### config.mk
export PLATFORM = sky130hd
export DESIGN_NAME = rx_ring_fetch
export DESIGN_NICKNAME = d
export VERILOG_FILES = /design/src/rtl/rx_ring_pkg.sv /design/src/rtl/rr_lane_pick.sv /design/src/rtl/rr_ptr_step.sv /design/src/rtl/rr_ctrl.sv /design/src/rtl/rx_ring_fetch.sv
export SDC_FILE = /design/constraint.sdc
export NUM_CORES = 1
export LEC_CHECK = 0
export BUFFER_PORTS_ARGS = -buffer_cell sky130_fd_sc_hd__buf_4
export CORE_MARGIN = 4
export CORE_UTILIZATION = 57
export CTS_BUF_LIST = sky130_fd_sc_hd__clkbuf_4 sky130_fd_sc_hd__clkbuf_8
export DETAILED_ROUTE_END_ITERATION = 16
export PLACE_DENSITY = 0.87
export SYNTH_ARGS = -nofsm -noshare
export SYNTH_HDL_FRONTEND = slang
export SYNTH_SLANG_ARGS = --single-unit
### constraint.sdc
create_clock -name clk -period 7 [get_ports clk]
set_input_delay 0.35 -clock clk [delete_from_list [all_inputs] [get_ports clk]]
set_output_delay 0.35 -clock clk [all_outputs]
set_load 0.02 [all_outputs]
### src/rtl/rx_ring_pkg.sv
package rx_ring_pkg;
    localparam int PTR_W      = 16;
    localparam int FIELD_W    = 16;
    localparam int BUS_W      = 32;
    localparam int BEATS      = 4;
    localparam int SLOT_WIDE  = 4;
    localparam int SLOT_NARROW = 2;
    localparam int BEAT_IDX_W = $clog2(BEATS);

    typedef enum logic [1:0] {
        FS_IDLE,
        FS_REQ,
        FS_DATA,
        FS_DONE
    } fetch_state_e;

    typedef enum logic {
        SRC_CMD,
        SRC_FRAME
    } fetch_src_e;

    typedef struct packed {
        logic [2*FIELD_W-1:0] words;
        logic [2*FIELD_W-1:0] base;
    } rsrc_entry_t;

    function automatic logic [PTR_W-1:0] entry_stride(input logic wide);
        return wide ? PTR_W'(SLOT_WIDE * BEATS) : PTR_W'(SLOT_NARROW * BEATS);
    endfunction
endpackage

### src/rtl/rr_lane_pick.sv
module rr_lane_pick
    import rx_ring_pkg::*;
#(
    parameter int BW = BUS_W,
    parameter int FW = FIELD_W
) (
    input  logic          wide,
    input  logic          big_endian,
    input  logic [BW-1:0] beat,
    output logic [FW-1:0] field
);
    always_comb begin
        if (wide && big_endian) field = beat[BW-1 -: FW];
        else                    field = beat[FW-1:0];
    end
endmodule

### src/rtl/rr_ptr_step.sv
module rr_ptr_step
    import rx_ring_pkg::*;
#(
    parameter int PW = PTR_W
) (
    input  logic [PW-1:0] rp,
    input  logic          wide,
    input  logic [PW-1:0] ring_start,
    input  logic [PW-1:0] ring_end,
    input  logic [PW-1:0] host_wp,
    output logic [PW-1:0] rp_next,
    output logic          next_hits_wp
);
    logic [PW-1:0] advanced;

    always_comb begin
        advanced     = rp + PW'(entry_stride(wide));
        rp_next      = (advanced == ring_end) ? ring_start : advanced;
        next_hits_wp = (rp_next == host_wp);
    end
endmodule

### src/rtl/rr_ctrl.sv
module rr_ctrl
    import rx_ring_pkg::*;
(
    input  logic                  clk,
    input  logic                  rst,
    input  logic                  cmd_fetch,
    input  logic                  frame_end,
    input  logic                  frame_last,
    input  logic                  rp_eq_wp,
    input  logic                  mem_rd_ready,
    input  logic                  mem_rsp_valid,
    output logic                  mem_rd_req,
    output logic                  busy,
    output logic                  beat_take,
    output logic [BEAT_IDX_W-1:0] beat_idx,
    output logic                  commit,
    output logic                  cmd_pending,
    output logic                  rx_blocked
);
    localparam logic [BEAT_IDX_W-1:0] LAST_BEAT = BEAT_IDX_W'(BEATS - 1);

    fetch_state_e          state;
    fetch_src_e            src;
    logic                  last_pend;
    logic [BEAT_IDX_W-1:0] beat_cnt;

    always_ff @(posedge clk) begin
        if (rst) begin
            state       <= FS_IDLE;
            src         <= SRC_CMD;
            last_pend   <= 1'b0;
            beat_cnt    <= '0;
            cmd_pending <= 1'b0;
            rx_blocked  <= 1'b0;
        end else begin
            case (state)
                FS_IDLE: begin
                    if (cmd_pending) begin
                        state <= FS_REQ;
                        src   <= SRC_CMD;
                    end else if (last_pend) begin
                        last_pend <= 1'b0;
                        if (rp_eq_wp) begin
                            rx_blocked <= 1'b1;
                        end else begin
                            state <= FS_REQ;
                            src   <= SRC_FRAME;
                        end
                    end
                end
                FS_REQ: begin
                    if (mem_rd_ready) begin
                        state    <= FS_DATA;
                        beat_cnt <= '0;
                    end
                end
                FS_DATA: begin
                    if (mem_rsp_valid) begin
                        beat_cnt <= beat_cnt + 1'b1;
                        if (beat_cnt == LAST_BEAT) state <= FS_DONE;
                    end
                end
                FS_DONE: begin
                    rx_blocked <= 1'b0;
                    if (src == SRC_CMD) cmd_pending <= 1'b0;
                    state <= FS_IDLE;
                end
                default: state <= FS_IDLE;
            endcase
            if (cmd_fetch) cmd_pending <= 1'b1;
            if (frame_end && frame_last) last_pend <= 1'b1;
        end
    end

    always_comb begin
        mem_rd_req = (state == FS_REQ);
        busy       = (state != FS_IDLE);
        beat_take  = (state == FS_DATA) && mem_rsp_valid;
        beat_idx   = beat_cnt;
        commit     = (state == FS_DONE);
    end

    AST_CMD_CLEARS_ON_DONE: assert property (@(posedge clk) disable iff (rst)
        $fell(cmd_pending) |-> $past(commit));
    AST_BLOCK_ONLY_AT_WP: assert property (@(posedge clk) disable iff (rst)
        $rose(rx_blocked) |-> $past(rp_eq_wp));
    AST_BLOCK_CLEARED_BY_FETCH: assert property (@(posedge clk) disable iff (rst)
        $past(commit) |-> !rx_blocked);
endmodule

### src/rtl/rx_ring_fetch.sv
module rx_ring_fetch
    import rx_ring_pkg::*;
(
    input  logic                 clk,
    input  logic                 rst,
    input  logic                 cfg_wide,
    input  logic                 cfg_big_endian,
    input  logic [15:0]          ring_upper,
    input  logic [PTR_W-1:0]     ring_start,
    input  logic [PTR_W-1:0]     ring_end,
    input  logic [PTR_W-1:0]     host_wp,
    input  logic                 rp_wr_en,
    input  logic [PTR_W-1:0]     rp_wr_data,
    input  logic                 cmd_fetch,
    input  logic                 frame_end,
    input  logic                 frame_last,
    output logic                 mem_rd_req,
    output logic [31:0]          mem_rd_addr,
    input  logic                 mem_rd_ready,
    input  logic                 mem_rsp_valid,
    input  logic [BUS_W-1:0]     mem_rsp_data,
    output logic [2*FIELD_W-1:0] buf_addr,
    output logic [2*FIELD_W-1:0] buf_words,
    output logic [PTR_W-1:0]     read_ptr,
    output logic                 cmd_pending,
    output logic                 busy,
    output logic                 exhausted,
    output logic                 rx_blocked
);
    logic                  beat_take;
    logic [BEAT_IDX_W-1:0] beat_idx;
    logic                  commit;
    logic [FIELD_W-1:0]    field;
    logic [PTR_W-1:0]      rp_next;
    logic                  next_hits_wp;
    logic [FIELD_W-1:0]    stage [BEATS];
    rsrc_entry_t           entry_q;

    rr_ctrl u_ctrl (
        .clk          (clk),
        .rst          (rst),
        .cmd_fetch    (cmd_fetch),
        .frame_end    (frame_end),
        .frame_last   (frame_last),
        .rp_eq_wp     (read_ptr == host_wp),
        .mem_rd_ready (mem_rd_ready),
        .mem_rsp_valid(mem_rsp_valid),
        .mem_rd_req   (mem_rd_req),
        .busy         (busy),
        .beat_take    (beat_take),
        .beat_idx     (beat_idx),
        .commit       (commit),
        .cmd_pending  (cmd_pending),
        .rx_blocked   (rx_blocked)
    );

    rr_lane_pick #(.BW(BUS_W), .FW(FIELD_W)) u_lane (
        .wide      (cfg_wide),
        .big_endian(cfg_big_endian),
        .beat      (mem_rsp_data),
        .field     (field)
    );

    rr_ptr_step #(.PW(PTR_W)) u_step (
        .rp          (read_ptr),
        .wide        (cfg_wide),
        .ring_start  (ring_start),
        .ring_end    (ring_end),
        .host_wp     (host_wp),
        .rp_next     (rp_next),
        .next_hits_wp(next_hits_wp)
    );

    generate
        for (genvar k = 0; k < BEATS; k++) begin : g_stage
            always_ff @(posedge clk) begin
                if (rst)                                     stage[k] <= '0;
                else if (beat_take && beat_idx == BEAT_IDX_W'(k)) stage[k] <= field;
            end
        end
    endgenerate

    always_ff @(posedge clk) begin
        if (rst) begin
            read_ptr  <= '0;
            entry_q   <= '0;
            exhausted <= 1'b0;
        end else begin
            exhausted <= commit && next_hits_wp;
            if (commit) begin
                read_ptr      <= rp_next;
                entry_q.base  <= {stage[1], stage[0]};
                entry_q.words <= {stage[3], stage[2]};
            end else if (rp_wr_en && !busy) begin
                read_ptr <= rp_wr_data;
            end
        end
    end

    assign mem_rd_addr = {ring_upper, read_ptr};
    assign buf_addr    = entry_q.base;
    assign buf_words   = entry_q.words;

    AST_REQ_ADDR_HELD: assert property (@(posedge clk) disable iff (rst)
        mem_rd_req && !mem_rd_ready |=> $stable(mem_rd_addr));
    AST_EXH_AT_WP: assert property (@(posedge clk) disable iff (rst)
        exhausted |-> read_ptr == $past(host_wp));
    AST_RP_STEP_OR_WRAP: assert property (@(posedge clk) disable iff (rst)
        $past(commit) |-> (read_ptr == $past(read_ptr + entry_stride(cfg_wide))
                           || read_ptr == $past(ring_start)));
    AST_EXH_SINGLE: assert property (@(posedge clk) disable iff (rst)
        exhausted |=> !exhausted);
endmodule

==> reports/qor.yml <==
status:
  status: "complete, no violations"
global_route:
  groute.layer.met1.usage_pct: 34.2
  gr-total-overflow: 0
  grt_max_degree: 97
  antenna_found_initial: 0
  grt.busiest_layer: "met2"
  grtUsageMet2_pct: 47.0
  grt_use_met3_pct: 6.36
  grt_pass1_wl_um: 31700
  grt_pass1_vias: 5888
  grtUsageTotal_pct: 27.9
placement:
  portBuffers: 206
  place_congestion: 0.902
  dp_hpwl_um: 15100
floorplan:
  die-area_um2: 15000
  die_h_um: 122
  pin_count: 239
  core_um2: 12700
  die_w_um: 122
  rows: 41
  start_util_pct: 58.7
synthesis:
  yosys.area.top_type: "edfxtp_1"
  ys.flop_type: "dfxtp_1"
  synth_cells: 694
  synth_area_um2: 7470
  synth_top_cell_area_share_pct: 25.7
  synth_edf_count: 64
  netlist_top_cells_area: "edfxtp_1, dfxtp_1, mux2i_1"
  synth_nets: 827
  syn_area_per_cell_um2: 10.8
  synth_cell_types: 54
  synth_warnings: 0
  synth-seq-cells: 153
  ys_seq_area_share_pct: 49.6
  async_flop_share_pct: 0
clock_tree:
  cts_hold_buffers: 0
  clk_latency_ps: 460
  post-cts-setup-buffer-count: 0
  ctsLongestPathBuffers: 2
  cts_sinks: 153
  htreeDepth: 4
  cts-root-buf: "clkbuf_8"
  path_clk_slew_ps: 80
  cts_resized: 0
  cts_tree: "built"
  cts_buffers: 17
setup_path:
  arrival_ps: 4600
  slowest_delay_ps: 590
  worstRegToRegCells: 13
  path_class: "reg -> reg"
  path_buf_inv: 2
  critPathMaxFanout: 11
  r2r_start: "read_ptr[3]"
  path_delay_family: "simple AND/OR/NAND/NOR gates"
  startpoint_type: "flip-flop"
  crit_chain: "ha_1 -> inv_1 -> fa_1 -> xnor2_1 -> xor2_1 -> nor4_1 -> o2111ai_2 -> nor4b_4 -> buf_4 -> mux2i_1 -> xor2_1 -> nand3_1 -> nor4_2"
  r2r-end: "exhausted"
  required_ps: 7380
  r2r_slack_ps: 2780
  crit_path_frequent_cell: "xor2_1"
  end_kind: "flip-flop"
  worst_path_max_delay_cell: "nor4b_4"
final_layout:
  layout-drive-gt1-share_pct: 29.9
  nets: 976
  antenna_cells: 0
  area_delta_synth_final_pct: 23.4
routing:
  vias_per_cell: 5.64
  drt_first_pass_iters: 5
  vias: 5801
  remaining_drc_errors: 0
  wl_um: 20900
  ant_nets: 0
  routedWlPerCell_um: 20.3
  drt_iter0_drc: 426
min_path:
  min_from: "cmd_fetch"
  holdPathEnd: "u_ctrl.cmd_pending"
  whs_path_depth: 3
  min_path_type: "in -> reg"
power:
  clkPwrFrac_pct: 29.6
  p_switching_mw: 0.880
  p_leak_nw: 3.84
  p_int_mw: 1.77
  power_density_nw_per_um2: 288
  comb_power_share_pct: 28.6
  swShare_pct: 33.2
  power_mw: 2.65
  power_frac_seq_pct: 41.8
  irDropWorstVdd_uv: 228
timing:
  hold_viol: 0
  drv_slew: 0
  fin_crit_ps: 4220
  fin_skew_ps: 9.89
  setup_viol: 0
  min_period_over_period_pct: 60.3
  tightest_slew_ps: 1030
  tns_ps: 0
  fmax_ghz: 0.237
  rsz0062_at_grt: "no"
  relSlewSlack_pct: 31.6
flow_run:
  maxCapViolations: 0
## per-stage QoR
stage / util, % / cell area (um^2) / hold WS, ps / cells / setup slack [ps]
2_1_floorplan: - / 7470 / 456 / 694 / 3550
3_3_place_gp: 68.7 / 8740 / 466 / 996 / 2830
3_5_place_dp: 68.7 / 8740 / 473 / 996 / 2760
4_1_cts: 72.4 / 9220 / 93.7 / 1028 / 2840
5_1_grt: 72.4 / 9220 / 121 / 1028 / 2550
6_report: 72.4 / 9220 / 115 / 1028 / 2780
## cell families (layout without fill, tap and decap cells)
group,after synthesis,after routing,synth area share [%]
and+or+nand+nor,217,217,13.8
DFF,153,153,49.6
muxes,101,101,13.6
buffers and inverters,92,254,7.66
xor gates and xnor gates,62,62,7.61
AOI/OAI and AO/OA,58,58,5.80
adders and majority gates,11,11,1.94
## area by class of cell
cell class / count / area, um^2
flip-flops and latches: 153 / 3700
fillers: 953 / 3510
multi-input cells: 449 / 3210
repair buffers: 208 / 1560
clock buffers: 19 / 255
clock inverters: 13 / 216
well taps: 172 / 215
inverters: 14 / 52.6
## synthesized netlist by cell type (all sizes together) (6+ instances only)
cell type and count:
nand3 11, inv 14, nor2 139, mux2i 101, clkbuf 31, xor2 32
nand4 8, ha 10, buf 47, a211oi 33, nand2b 6, edfxtp 64
and3 19, dfxtp 89, xnor2 29, nand2 11
## power groups by stage
stage	registers, mW	clock network, mW	logic (mW)
after floorplan	1.12	0	0.524
after global routing	1.12	0.830	0.814
after CTS	1.11	0.791	0.756
final	1.11	0.785	0.759
after detailed placement	1.13	0	0.751
after global placement	1.12	0	0.743
## worst reg2reg max path: cells and delay by family (launching register included)
kind                     cells  cell delay, ps
AO/OA/AOI/OAI                1             210
XOR/XNOR                     3             680
adder cells (fa/ha/maj)      2             750
buffers and inverters        2             410
flip-flops                   1             480
multiplexers                 1             290
AND/OR/NAND/NOR              4            1330
## layout by cell type (no fill, tap or decap), types with 9 or more instances in the layout
cell type	instances
edfxtp_1	64
nand3_1	11
buf_4	208
mux2i_1	100
xor2_1	32
inv_1	14
a211oi_1	33
clkbuf_8	18
dfxtp_1	89
ha_1	9
xnor2_1	28
nor2_1	139
and3_1	19
nand2_1	11
## layer usage
layer | share of wire [%] | routed length, um
met1 | 39 | 8160
met4 | 3.2 | 678
met3 | 8.2 | 1710
met5 | 0 | 0
met2 | 49 | 10300
## registers in the layout, summed over array words and instances, names as in the netlist
name,count
u_ctrl.cmd_pending,1
buf_words,32
u_ctrl.last_pend,1
exhausted,1
u_ctrl.beat_idx,2
read_ptr,16
u_ctrl.src,1
u_ctrl.state,2
stage,64
buf_addr,32
u_ctrl.rx_blocked,1
## worst max path at each step
stage / start / endpoint / slack (ps) / cells after the start
after floorplan: read_ptr[3] / exhausted / 3550 / 15
after global placement: cfg_wide / exhausted / 2830 / 15
after detailed placement: cfg_wide / exhausted / 2760 / 15
after CTS: read_ptr[3] / exhausted / 2840 / 13
after global routing: read_ptr[3] / exhausted / 2550 / 13
final: read_ptr[3] / exhausted / 2780 / 13
Note: power is estimated with default switching activity, not from simulation.
